`src/rtl/sel_pkg.sv`:
```
package sel_pkg;

    localparam int LEG_W    = 4;
    localparam int NUM_LEGS = 3;
    localparam int STATE_W  = LEG_W * NUM_LEGS;
    localparam int NCAND    = 4;
    localparam int CIDX_W   = $clog2(NCAND);
    localparam int VEC_W    = 5;
    localparam int COST_W   = $clog2(2 * STATE_W + 1);

    typedef enum logic [1:0] {
        TAG_NONE = 2'd0,
        TAG_C1   = 2'd1,
        TAG_C2   = 2'd2
    } np_tag_e;

    typedef enum logic [1:0] {
        HALF_STD = 2'd0,
        HALF_UP  = 2'd1,
        HALF_LO  = 2'd2
    } half_e;

    // three 2-bit leg levels {A,B,C}: 2 full, 1 half, 0 zero
    typedef logic [2*NUM_LEGS-1:0] triple_t;

    typedef struct packed {
        logic                valid;
        np_tag_e             tag;
        logic [STATE_W-1:0]  bits;
    } cand_t;

    function automatic logic [LEG_W-1:0] leg_code(input logic [1:0] lvl, input half_e h);
        logic [LEG_W-1:0] r;
        case (lvl)
            2'd2:    r = 4'b1100;
            2'd0:    r = 4'b0011;
            default: begin
                case (h)
                    HALF_UP: r = 4'b0100;
                    HALF_LO: r = 4'b0010;
                    default: r = 4'b0110;
                endcase
            end
        endcase
        return r;
    endfunction

    function automatic logic [STATE_W-1:0] mk_state(input triple_t t, input half_e h);
        logic [STATE_W-1:0] s;
        for (int l = 0; l < NUM_LEGS; l++) begin
            s[l*LEG_W +: LEG_W] = leg_code(t[l*2 +: 2], h);
        end
        return s;
    endfunction

    function automatic triple_t large_tri(input int k);
        case (k)
            0:       return {2'd2, 2'd0, 2'd0};
            1:       return {2'd2, 2'd2, 2'd0};
            2:       return {2'd0, 2'd2, 2'd0};
            3:       return {2'd0, 2'd2, 2'd2};
            4:       return {2'd0, 2'd0, 2'd2};
            default: return {2'd2, 2'd0, 2'd2};
        endcase
    endfunction

    function automatic triple_t medium_tri(input int k);
        case (k)
            0:       return {2'd2, 2'd1, 2'd0};
            1:       return {2'd1, 2'd2, 2'd0};
            2:       return {2'd0, 2'd2, 2'd1};
            3:       return {2'd0, 2'd1, 2'd2};
            4:       return {2'd1, 2'd0, 2'd2};
            default: return {2'd2, 2'd0, 2'd1};
        endcase
    endfunction

    // upper: zero->half ; lower: full->half
    function automatic triple_t small_tri(input triple_t t, input logic upper);
        triple_t r;
        for (int l = 0; l < NUM_LEGS; l++) begin
            if (upper) r[l*2 +: 2] = (t[l*2 +: 2] == 2'd0) ? 2'd1 : 2'd2;
            else       r[l*2 +: 2] = (t[l*2 +: 2] == 2'd2) ? 2'd1 : 2'd0;
        end
        return r;
    endfunction

    function automatic triple_t flat_tri(input logic [1:0] lvl);
        return {lvl, lvl, lvl};
    endfunction

    function automatic cand_t cand_lookup(input logic [VEC_W-1:0] v, input int unsigned idx);
        cand_t c;
        int    vi;
        vi = int'(v);
        c  = '0;
        if (vi >= 1 && vi <= 6) begin
            c.valid = 1'b1;
            case (idx)
                0: begin c.bits = mk_state(small_tri(large_tri(vi-1), 1'b1), HALF_STD); c.tag = TAG_C1; end
                1: begin c.bits = mk_state(small_tri(large_tri(vi-1), 1'b1), HALF_UP);  c.tag = TAG_C1; end
                2: begin c.bits = mk_state(small_tri(large_tri(vi-1), 1'b0), HALF_STD); c.tag = TAG_C2; end
                default: begin c.bits = mk_state(small_tri(large_tri(vi-1), 1'b0), HALF_LO); c.tag = TAG_C2; end
            endcase
        end else if (vi >= 7 && vi <= 12) begin
            c.valid = (idx == 0);
            c.bits  = mk_state(large_tri(vi-7), HALF_STD);
        end else if (vi >= 13 && vi <= 18) begin
            c.valid = (idx < 3);
            c.bits  = mk_state(medium_tri(vi-13), half_e'(idx[1:0]));
        end else begin
            c.valid = (idx < 3);
            c.bits  = mk_state(flat_tri(idx[1:0]), HALF_STD);
        end
        return c;
    endfunction

    function automatic logic [COST_W-1:0] ones(input logic [STATE_W-1:0] x);
        logic [COST_W-1:0] n;
        n = '0;
        for (int b = 0; b < STATE_W; b++) n = n + COST_W'(x[b]);
        return n;
    endfunction

    function automatic logic tag_legal(input np_tag_e t, input logic c1_ok, input logic c2_ok);
        return (t == TAG_C1) ? c1_ok : (t == TAG_C2) ? c2_ok : 1'b1;
    endfunction

endpackage

```
`src/rtl/sel_cand_rom.sv`:
```
module sel_cand_rom
    import sel_pkg::*;
(
    input  logic [VEC_W-1:0]        vec,
    output cand_t [NCAND-1:0]       cands
);
    for (genvar g = 0; g < NCAND; g++) begin : g_cand
        assign cands[g] = cand_lookup(vec, g);
    end
endmodule

```
`src/rtl/sel_pair_cost.sv`:
```
module sel_pair_cost
    import sel_pkg::*;
(
    input  logic [STATE_W-1:0] cur,
    input  cand_t              cand_i,
    input  cand_t              cand_j,
    input  logic               c1_ok,
    input  logic               c2_ok,
    output logic               legal,
    output logic [COST_W-1:0]  cost
);
    assign legal = cand_i.valid && cand_j.valid
                && tag_legal(cand_i.tag, c1_ok, c2_ok)
                && tag_legal(cand_j.tag, c1_ok, c2_ok);
    assign cost  = ones(cur ^ cand_i.bits) + ones(cand_i.bits ^ cand_j.bits);
endmodule

```
`src/rtl/sel_np_balance.sv`:
```
module sel_np_balance
    import sel_pkg::*;
#(
    parameter int ACC_W    = 12,
    parameter int DWELL_W  = 8,
    parameter int NP_LIMIT = 200
)(
    input  logic               clk,
    input  logic               rst,
    input  logic               commit,
    input  np_tag_e            tag,
    input  logic [DWELL_W-1:0] dwell,
    output logic               c1_ok,
    output logic               c2_ok
);
    localparam int MAX_SWING = NP_LIMIT + (2**DWELL_W - 1);

    logic signed [ACC_W-1:0] acc_q;
    logic signed [ACC_W-1:0] dw_s;

    assign dw_s  = $signed({{(ACC_W-DWELL_W){1'b0}}, dwell});
    assign c1_ok = !(int'(acc_q) > NP_LIMIT);
    assign c2_ok = !(int'(acc_q) < -NP_LIMIT);

    always_ff @(posedge clk) begin
        if (rst) begin
            acc_q <= '0;
        end else if (commit) begin
            case (tag)
                TAG_C1:  acc_q <= acc_q + dw_s;
                TAG_C2:  acc_q <= acc_q - dw_s;
                default: acc_q <= acc_q;
            endcase
        end
    end


    acc_bound_chk: assert property (@(posedge clk) disable iff (rst)
        (int'(acc_q) <= MAX_SWING) && (int'(acc_q) >= -MAX_SWING));

    c1_block_chk: assert property (@(posedge clk) disable iff (rst)
        (commit && int'(acc_q) > NP_LIMIT) |-> (tag != TAG_C1));

    c2_block_chk: assert property (@(posedge clk) disable iff (rst)
        (commit && int'(acc_q) < -NP_LIMIT) |-> (tag != TAG_C2));
endmodule

```
`src/rtl/sel_redundant_state.sv`:
```
module sel_redundant_state
    import sel_pkg::*;
#(
    parameter int DWELL_W  = 8,
    parameter int ACC_W    = 12,
    parameter int NP_LIMIT = 200
)(
    input  logic               clk,
    input  logic               rst,
    input  logic               start,
    input  logic [11:0]        cur_state,
    input  logic [4:0]         vec_first,
    input  logic [4:0]         vec_second,
    input  logic [DWELL_W-1:0] dwell_first,
    output logic [11:0]        sel_state,
    output logic               done
);
    localparam int PAIRS  = NCAND * NCAND;
    localparam int PAIR_W = $clog2(PAIRS);

    typedef enum logic [1:0] {ST_IDLE, ST_SCAN, ST_COMMIT} phase_e;

    phase_e              ph_q;
    logic [STATE_W-1:0]  cur_q;
    logic [VEC_W-1:0]    va_q, vb_q;
    logic [DWELL_W-1:0]  dw_q;
    logic [PAIR_W-1:0]   pair_q;
    logic [CIDX_W-1:0]   best_q;
    logic [COST_W-1:0]   best_cost_q;
    logic                found_q;
    logic [STATE_W-1:0]  sel_q;
    logic                done_q;

    cand_t [NCAND-1:0]   cands_a, cands_b;
    logic [CIDX_W-1:0]   idx_i, idx_j;
    logic                pair_legal;
    logic [COST_W-1:0]   pair_cost;
    logic                c1_ok, c2_ok;
    logic                commit;

    assign idx_i  = pair_q[PAIR_W-1:CIDX_W];
    assign idx_j  = pair_q[CIDX_W-1:0];
    assign commit = (ph_q == ST_COMMIT);

    sel_cand_rom u_rom_a (.vec(va_q), .cands(cands_a));
    sel_cand_rom u_rom_b (.vec(vb_q), .cands(cands_b));

    sel_pair_cost u_cost (
        .cur    (cur_q),
        .cand_i (cands_a[idx_i]),
        .cand_j (cands_b[idx_j]),
        .c1_ok  (c1_ok),
        .c2_ok  (c2_ok),
        .legal  (pair_legal),
        .cost   (pair_cost)
    );

    sel_np_balance #(
        .ACC_W    (ACC_W),
        .DWELL_W  (DWELL_W),
        .NP_LIMIT (NP_LIMIT)
    ) u_bal (
        .clk    (clk),
        .rst    (rst),
        .commit (commit),
        .tag    (cands_a[best_q].tag),
        .dwell  (dw_q),
        .c1_ok  (c1_ok),
        .c2_ok  (c2_ok)
    );

    always_ff @(posedge clk) begin
        if (rst) begin
            ph_q        <= ST_IDLE;
            cur_q       <= '0;
            va_q        <= '0;
            vb_q        <= '0;
            dw_q        <= '0;
            pair_q      <= '0;
            best_q      <= '0;
            best_cost_q <= '0;
            found_q     <= 1'b0;
            sel_q       <= '0;
            done_q      <= 1'b0;
        end else begin
            done_q <= 1'b0;
            case (ph_q)
                ST_IDLE: begin
                    if (start) begin
                        cur_q   <= cur_state;
                        va_q    <= vec_first;
                        vb_q    <= vec_second;
                        dw_q    <= dwell_first;
                        pair_q  <= '0;
                        found_q <= 1'b0;
                        ph_q    <= ST_SCAN;
                    end
                end
                ST_SCAN: begin
                    if (pair_legal && (!found_q || pair_cost < best_cost_q)) begin
                        found_q     <= 1'b1;
                        best_q      <= idx_i;
                        best_cost_q <= pair_cost;
                    end
                    pair_q <= pair_q + 1'b1;
                    if (pair_q == PAIR_W'(PAIRS - 1)) ph_q <= ST_COMMIT;
                end
                default: begin
                    sel_q  <= cands_a[best_q].bits;
                    done_q <= 1'b1;
                    ph_q   <= ST_IDLE;
                end
            endcase
        end
    end

    assign sel_state = sel_q;
    assign done      = done_q;


    done_pulse_chk: assert property (@(posedge clk) disable iff (rst)
        done_q |=> !done_q);

    out_hold_chk: assert property (@(posedge clk) disable iff (rst)
        !done_q |-> $stable(sel_q));

    found_chk: assert property (@(posedge clk) disable iff (rst)
        commit |-> (found_q && cands_a[best_q].valid));

    latch_chk: assert property (@(posedge clk) disable iff (rst)
        (ph_q == ST_SCAN) |=> ($stable(va_q) && $stable(vb_q) && $stable(cur_q)));
endmodule

```
`config.mk`:
```
export PLATFORM = sky130hd
export DESIGN_NAME = sel_redundant_state
export DESIGN_NICKNAME = d
export VERILOG_FILES = /design/src/rtl/sel_pkg.sv /design/src/rtl/sel_cand_rom.sv /design/src/rtl/sel_pair_cost.sv /design/src/rtl/sel_np_balance.sv /design/src/rtl/sel_redundant_state.sv
export SDC_FILE = /design/constraint.sdc
export NUM_CORES = 1
export LEC_CHECK = 0
export ABC_AREA = 0
export BUFFER_PORTS_ARGS = -buffer_cell sky130_fd_sc_hd__buf_2
export CELL_PAD_IN_SITES_DETAIL_PLACEMENT = 0
export CELL_PAD_IN_SITES_GLOBAL_PLACEMENT = 2
export CORE_UTILIZATION = 35
export CTS_CLUSTER_DIAMETER = 60
export DETAILED_ROUTE_END_ITERATION = 6
export HOLD_SLACK_MARGIN = 0.15
export PLACE_DENSITY = 0.89
export SLEW_MARGIN = 20
export SYNTH_ARGS = -nofsm -noshare
export SYNTH_HDL_FRONTEND = slang
export SYNTH_SLANG_ARGS = --single-unit
```
`constraint.sdc`:
```
create_clock -name clk -period 16.65 [get_ports clk]
set_input_delay 2.4975 -clock clk [delete_from_list [all_inputs] [get_ports clk]]
set_output_delay 2.4975 -clock clk [all_outputs]
set_load 0.02 [all_outputs]
```
==> reports/qor.yml, run 1 <==
status: "completed"
powerDensity_mw_per_mm2: 196
port_buffers: 45
startpoint: "va_q[4]$_SDFFE_PP0P_"
finalPower_mw: 1.46
critPathCapture: "best_cost_q[2]$_SDFFE_PP0P_"
avgViaCountPerCell: 5.69
syn_area_sq_mm: 0.00688
die_w_microns: 142
clk_latency_ns: 0.35
routedWlPerCell_microns: 17.7
hold_viol: 0
clk_pin_slew_ns: 0.06
internal_power_uw: 757
fill_cells: 2043
yosysUniqueCellTypes: 92
setup_viol_count_final: 0
ir_drop_mv: 0.193
final_antenna_net_count: 0
crit_required_ns: 16.92
yosysWarnings: 0
clockBufferDepth: 2
worst_r2r_endpoint: "best_cost_q[2]$_SDFFE_PP0P_"
clock_power_share_pct: 13.8
maxSlewHeadroom_pct: 40.1
grt_remaining_overflow: 0
hpwlAfterDp_microns: 15000
cts_resized: 0
num_rows: 50
drt_iter0_drc: 895
min_from: "sel_state[8]$_SDFFE_PP0P_"
rrSetupSlack_ns: 8.93
initial_utilization_pct: 36.2
clock.fmax_mhz: 130
cp.arrival_ns: 7.99
synth_ff_type: "dfxtp_1"
fin_crit_ns: 7.72
vias: 6930
die_h_microns: 142
synthCells: 961
root_buffer: "clkbuf_16"
area_growth_pct: 8.76
finalCritPeriodShare_pct: 46.3
hp-class: "reg -> reg"
antenna_found_initial: 0
grt_max_degree: 71
drive_above_1_share_pct: 10.3
combPwrFrac_pct: 73.7
switching_share_pct: 48.3
synth_edf_count: 0
grt_pass1_wl_microns: 34400
ios: 46
cp_max_fo: 53
hold_buffers: 0
firstDrtPassIters: 6
power.leakage_nw: 2.90
grt_pass1_vias: 6350
p_seq_share_pct: 12.5
rsz0062_at_grt: "no"
core_area_sq_mm: 0.0190
drc: 0
p_switching_uw: 708
postCtsSetupRepairBufs: 0
drv_slew: 0
clock_sinks: 69
htreeDepth: 3
startpoint_type: "register"
reg2reg_from: "va_q[4]$_SDFFE_PP0P_"
worst_slew_pin_slew_ns: 0.897
ys_ff_latch: 69
ys_seq_area_share_pct: 20.1
grt_usage_pct: 21.7
crit_path_end_kind: "register"
synth_nets: 1041
setup_tns_ns: 0
dieArea_sq_mm: 0.0202
async_flop_share_pct: 0
drv_cap: 0
place_congestion: 0.868
reg2reg_depth: 25
cts_made_buffers: 9
crit_type: "reg -> reg"
synth_area_per_cell_sq_um: 7.16
final_nets: 1032
drt-total-wl_microns: 21500
fin_worst_skew_ns: 0.00701
tritoncts: "done"
n_antenna_cell: 0
-- flip-flops by register name, summed over array words and instances (netlist names) --
signal	cells
va_q	5
dw_q	8
pair_q	4
vb_q	5
sel_state	12
done	1
best_cost_q	5
best_q	2
cur_q	12
found_q	1
ph_q	2
u_bal.acc_q	12
-- area by class of cell --
| cell class | instances | area [sq um] | area share [%] |
|---|---|---|---|
| clock buffer | 9 | 225 | 3.01 |
| clock inverter | 7 | 73.8 | 0.986 |
| inverter | 43 | 161 | 2.16 |
| multi-input combinational | 767 | 4960 | 66.3 |
| sequential | 69 | 1380 | 18.5 |
| tap | 260 | 325 | 4.35 |
| timing repair buffer | 62 | 353 | 4.71 |
-- cell usage after synthesis, drive strengths merged (4+ instances only) --
master	instances	share of area [%]
a211o	6	0.76
a211oi	23	2.7
a21boi	5	0.55
a21o	12	1.3
a21oi	103	7.6
a221oi	6	0.76
a22oi	4	0.44
a2bb2oi	4	0.51
a311oi	7	0.89
a31oi	13	1.2
and2	4	0.36
and3	5	0.45
buf	46	3.5
clkbuf	36	2.0
dfxtp	69	20
fa	18	5.2
ha	29	5.3
inv	42	2.3
nand2	133	7.3
nand2b	17	1.5
nand3	28	2.0
nand4	5	0.55
nor2	66	3.6
nor2b	18	1.6
nor3	16	1.2
nor3b	4	0.44
o2111ai	4	0.51
o211ai	7	0.76
o21ai	92	6.9
o221ai	5	0.64
o22ai	4	0.36
o311ai	7	1.3
o31ai	11	1.2
or2	5	0.49
or3	12	1.2
or4	4	0.44
xnor2	23	2.9
xor2	16	2.0
-- metal layers --
metal  up-vias  GRT usage [%]  share of wire (%)
li1       3449              -                  -
met1      3196           31.1                 48
met2       253           32.5                 43
met3        32           2.99                6.3
met4         0           8.38                2.0
met5         -              0                  0
-- critical path: stages, from the launching register on --
cell and delay (ns):
dfxtp_1 0.31, buf_4 0.43, inv_1 0.40, o21ai_0 0.24, o311ai_0 0.29, nor3b_1 0.25, a31oi_1 0.43, xnor2_1 0.18
fa_1 0.54, fa_1 0.44, fa_1 0.51, fa_1 0.54, inv_1 0.05, fa_1 0.52, inv_1 0.04, ha_1 0.21
fa_1 0.40, a21o_1 0.20, a21oi_1 0.17, xnor2_1 0.17, ha_1 0.29, a21oi_1 0.16, o31ai_1 0.11, a21oi_2 0.36
nand2_2 0.11, a211oi_2 0.23
-- stage by stage --
stage          utilization, %  worst slack [ns]  instance area (sq um)  hold WS [ns]  std cells
6_report                 39.4              8.93                   7480         0.447       1217
5_1_grt                  39.4              8.39                   7480         0.469       1217
4_1_cts                  39.4              8.99                   7480         0.452       1217
3_5_place_dp             37.8              9.03                   7190         0.443       1201
3_3_place_gp             37.8              9.10                   7190         0.436       1201
2_1_floorplan               -              9.83                   6880         0.445        961
-- power groups by stage --
stage / clock [mW] / sequential [mW] / combinational (mW)
floorplan: 0 / 0.183 / 0.883
global placement: 0 / 0.186 / 1.09
detailed placement: 0 / 0.186 / 1.09
CTS: 0.208 / 0.182 / 1.10
global route: 0.214 / 0.184 / 1.25
finish: 0.203 / 0.182 / 1.08
-- how the worst min path moves through the flow --
stage | to | slack (ns) | depth (start not counted)
after floorplan | dw_q[1]$_SDFFE_PP0P_ | 0.45 | 2
after global placement | sel_state[6]$_SDFFE_PP0P_ | 0.44 | 2
after detailed placement | sel_state[8]$_SDFFE_PP0P_ | 0.44 | 2
after CTS | sel_state[8]$_SDFFE_PP0P_ | 0.45 | 2
after global routing | va_q[3]$_SDFFE_PP0P_ | 0.47 | 2
final | sel_state[8]$_SDFFE_PP0P_ | 0.45 | 2
-- cell usage in the layout (no fill, tap or decap), types with 6 or more instances in the layout --
| cell type | instances |
|---|---|
| a211o_1 | 6 |
| a211oi_1 | 21 |
| a21o_1 | 12 |
| a21oi_1 | 101 |
| a221oi_1 | 6 |
| a311oi_1 | 7 |
| a31oi_1 | 13 |
| buf_2 | 45 |
| buf_4 | 17 |
| clkbuf_16 | 9 |
| dfxtp_1 | 69 |
| fa_1 | 18 |
| ha_1 | 29 |
| inv_1 | 41 |
| nand2_1 | 132 |
| nand2b_1 | 17 |
| nand3_1 | 28 |
| nor2_1 | 65 |
| nor2b_1 | 18 |
| nor3_1 | 15 |
| o211ai_1 | 7 |
| o21ai_0 | 79 |
| o21ai_1 | 12 |
| o31ai_1 | 11 |
| or3_1 | 10 |
| xnor2_1 | 23 |
| xor2_1 | 16 |
-- cell families (layout without fill, tap and decap cells) --
group | after synthesis | count (layout) | synth area share, %
AO/OA/AOI/OAI | 346 | 346 | 33.0
AND/OR/NAND/NOR | 330 | 330 | 22.9
buffers and inverters | 125 | 121 | 7.78
flip-flops | 69 | 69 | 20.1
adder cells (fa/ha/maj) | 47 | 47 | 10.5
XOR/XNOR | 39 | 39 | 4.96
multiplexers | 5 | 5 | 0.764
No activity file was read; power rests on OpenSTA's default activity.
==> run 2, diff against run 1 <==
--- a/config.mk
+++ b/config.mk
@@ -5,15 +5,15 @@
 export SDC_FILE = /design/constraint.sdc
 export NUM_CORES = 1
 export LEC_CHECK = 0
-export ABC_AREA = 0
+export ABC_AREA = 1
 export BUFFER_PORTS_ARGS = -buffer_cell sky130_fd_sc_hd__buf_2
 export CELL_PAD_IN_SITES_DETAIL_PLACEMENT = 0
 export CELL_PAD_IN_SITES_GLOBAL_PLACEMENT = 2
-export CORE_UTILIZATION = 35
+export CORE_UTILIZATION = 34
 export CTS_CLUSTER_DIAMETER = 60
 export DETAILED_ROUTE_END_ITERATION = 6
 export HOLD_SLACK_MARGIN = 0.15
-export PLACE_DENSITY = 0.89
+export PLACE_DENSITY = 0.91
 export SLEW_MARGIN = 20
 export SYNTH_ARGS = -nofsm -noshare
 export SYNTH_HDL_FRONTEND = slang
==> constraint.sdc (replaced) <==
create_clock -name clk -period 7.25 [get_ports clk]
set_input_delay 1.0875 -clock clk [delete_from_list [all_inputs] [get_ports clk]]
set_output_delay 1.0875 -clock clk [all_outputs]
set_load 0.02 [all_outputs]
==> run 2 against run 1 <==
Effect of this change: non-clock buffer count rose by 3; critical path depth rose by 12; fmax rose by 13%; setup slack got worse by 8.5 ns; final cell count rose by 4.4%; first-iteration DRC count fell by 47%; sequential cell count did not move; synthesized cell count rose by 2.8%; area after synthesis fell by 9.3%; routed wire length fell by 15%; via count fell by 7.8%; final area fell by 3.2%; critical endpoint is now best_cost_q[4]$_SDFFE_PP0P_; highest routed layer unchanged.
==> reports/qor.yml, run 2 <==
status: "completed"
multiInputGateArea_sq_mm: 0.00436  # -12%
core_area_sq_mm: 0.0180  # -5.5%
layout_common_cells: "nand2_1 (263), inv_1 (121), nor2_1 (89)"
synth_top_area_share_pct: 22.1  # +2.1 points
hold_buffers: 0  # unchanged
place_congestion: 0.895  # +3.2%
clock.fmax_mhz: 147  # +13%
hpwlAfterDp_microns: 13900  # -7.5%
synth_ff_type: "dfxtp_1"
initial_utilization_pct: 34.7  # -1.4 points
synth_top_cell_by_area: "dfxtp_1"
drive_above_1_share_pct: 16.8  # +6.4 points
hp-class: "reg -> reg"
port_buffers: 45  # unchanged
final_antenna_net_count: 0  # unchanged
final_cell_count_no_fill: 1271  # +4.4%
grt_remaining_overflow: 0  # unchanged
grt_usage_pct: 20.2  # -1.4 points
slowest_stage: "fa_1"
crit_path_max_incr_delay_ns: 0.55  # about the same
antenna_found_initial: 0  # unchanged
maxSlewHeadroom_pct: 34.0  # -6.0 points
crit_required_ns: 7.53  # -9.39 ns
syn_area_sq_mm: 0.00624  # -9.3%
yosysWarnings: 0  # unchanged
setup_viol_count_final: 0  # unchanged
fill_cells: 1966  # -3.8%
startpoint: "va_q[3]$_SDFFE_PP0P_"
clk_latency_ns: 0.34  # about the same
synth_area_per_cell_sq_um: 6.32  # -12%
ys_seq_area_share_pct: 22.1  # +2.1 points
register_area_sq_mm: 0.00139  # +0.72%
vias: 6386  # -7.8%
synth_edf_count: 0  # unchanged
final_nets: 1117  # +8.2%
dieArea_sq_mm: 0.0189  # -6.5%
firstDrtPassIters: 5  # -1
yosysUniqueCellTypes: 47  # -49%
finalCritPeriodShare_pct: 94.1  # +48 points
cts_made_buffers: 9  # unchanged
drv_slew: 0  # unchanged
synth_nets: 1068  # +2.6%
clock_sinks: 69  # unchanged
routedWlPerCell_microns: 14.4  # -19%
synthCells: 988  # +2.8%
cp_max_fo: 8  # -85%
die_h_microns: 137  # -3.3%
crit_path_end_kind: "register"
cp.arrival_ns: 7.11  # -0.88 ns
fin_worst_skew_ns: 0.00780  # +0.000791 ns
ios: 46  # unchanged
ys_ff_latch: 69  # unchanged
tritoncts: "done"
grt_max_degree: 55  # -23%
min_from: "sel_state[3]$_SDFFE_PP0P_"
drv_cap: 0  # unchanged
place_area_sq_mm: 0.00674  # -6.3%
startpoint_type: "register"
dp.cells: 1248  # +3.9%
num_rows: 49  # -2.0%
fin_area_sq_mm: 0.00725  # -3.2%
min_path_cells: 2  # unchanged
drt_iter0_drc: 472  # -47%
fin_crit_ns: 6.82  # -0.893 ns
grt_pass1_wl_microns: 29400  # -15%
htreeDepth: 3  # unchanged
die_w_microns: 137  # -3.3%
hold_viol: 0  # unchanged
yosysMostFrequentCell: "nand2_1"
root_buffer: "clkbuf_16"
clk_pin_slew_ns: 0.06  # about the same
clockBufferDepth: 2  # unchanged
async_flop_share_pct: 0  # unchanged
reg2reg_depth: 37  # +48%
layout_commonest_cell: "nand2_1"
area_growth_pct: 16.1
reg2reg_from: "va_q[3]$_SDFFE_PP0P_"
grt_pass1_vias: 5941  # -6.4%
worst_slew_pin_slew_ns: 0.986  # +0.0884 ns
crit_type: "reg -> reg"
drt-total-wl_microns: 18300  # -15%
n_antenna_cell: 0  # unchanged
synthTopCellsByArea: "dfxtp_1 (22%), nand2_1 (16%), inv_1 (7.3%)"
avgViaCountPerCell: 5.02  # -12%
drc: 0  # unchanged
netlist_top_cells_count: "nand2_1 (272), inv_1 (122), nor2_1 (94)"
## run 2: cell count changes after synthesis, sizes merged, moves of 38 or more
cell   before  now
inv        42  131
nor2       66  111
a21oi     103   54
nand3      28   92
nand2     133  293
buf        46    8
## run 2: final cells by class
cell class / count / area share (%)
repair buffers: 65 / 5.23
clock inverters: 6 / 1.29
well taps: 229 / 3.95
clock buffers: 10 / 3.16
flip-flops and latches: 69 / 19.2
inverters: 134 / 7.03
multi-input cells: 758 / 60.1
## run 2: kinds of logic (layout without fill, tap and decap cells)
| logic type | Yosys count | count (layout) | synth area share, % |
|---|---|---|---|
| AND/OR/NAND/NOR | 539 | 539 | 39.5 |
| flip-flops | 69 | 69 | 22.1 |
| XOR/XNOR | 24 | 24 | 3.37 |
| AO/OA/AOI/OAI | 148 | 148 | 13.5 |
| buffers and inverters | 161 | 215 | 9.94 |
| adder cells (fa/ha/maj) | 47 | 47 | 11.6 |
## run 2: path summary, 6_finish.rpt
| check | end | slack [ns] |
|---|---|---|
| setup / recovery | best_cost_q[4]$_SDFFE_PP0P_ | 0.43 |
| hold / removal | sel_state[3]$_SDFFE_PP0P_ | 0.46 |
| setup reg to reg | best_cost_q[4]$_SDFFE_PP0P_ | 0.43 |
| hold reg to reg | sel_state[3]$_SDFFE_PP0P_ | 0.46 |
## run 2: critical path: cells and delay by family (launching register included)
kind                     cells  cell delay [ns]
adder cells (fa/ha/maj)      8             3.45
AND/OR/NAND/NOR             17             1.87
AO/OA/AOI/OAI                2             0.20
flip-flops                   1             0.36
XOR/XNOR                     1             0.15
buffers and inverters        9             0.71
## run 2: metal layers
metal / track usage (%) / vias to the layer above / share of wire (%)
met2: 32.7 / 158 / 45
met1: 27.1 / 2901 / 48
met3: 4.05 / 25 / 5.3
met4: 5.56 / 0 / 1.7
met5: 0 / - / 0
li1: - / 3302 / -
## run 2: what timing repair did
item	CTS	global route
endpoints found under the setup margin	0	8
resized for setup	0	42
setup buffers	0	7
## run 2: through the flow
step | hold slack (ns) | setup WS (ns) | utilization, % | setup TNS (ns)
2_1_floorplan | 0.444 | 0.655 | - | 0
3_3_place_gp | 0.453 | 0.252 | 37.5 | 0
3_5_place_dp | 0.454 | 0.0746 | 37.5 | 0
4_1_cts | 0.466 | 0.0279 | 39.3 | 0
5_1_grt | 0.500 | -0.0258 | 40.3 | -0.0440
6_report | 0.464 | 0.428 | 40.3 | 0
Power of run 2 is not shown: default switching activity piles up to over one toggle a cycle in this logic, so the estimate is an artifact.
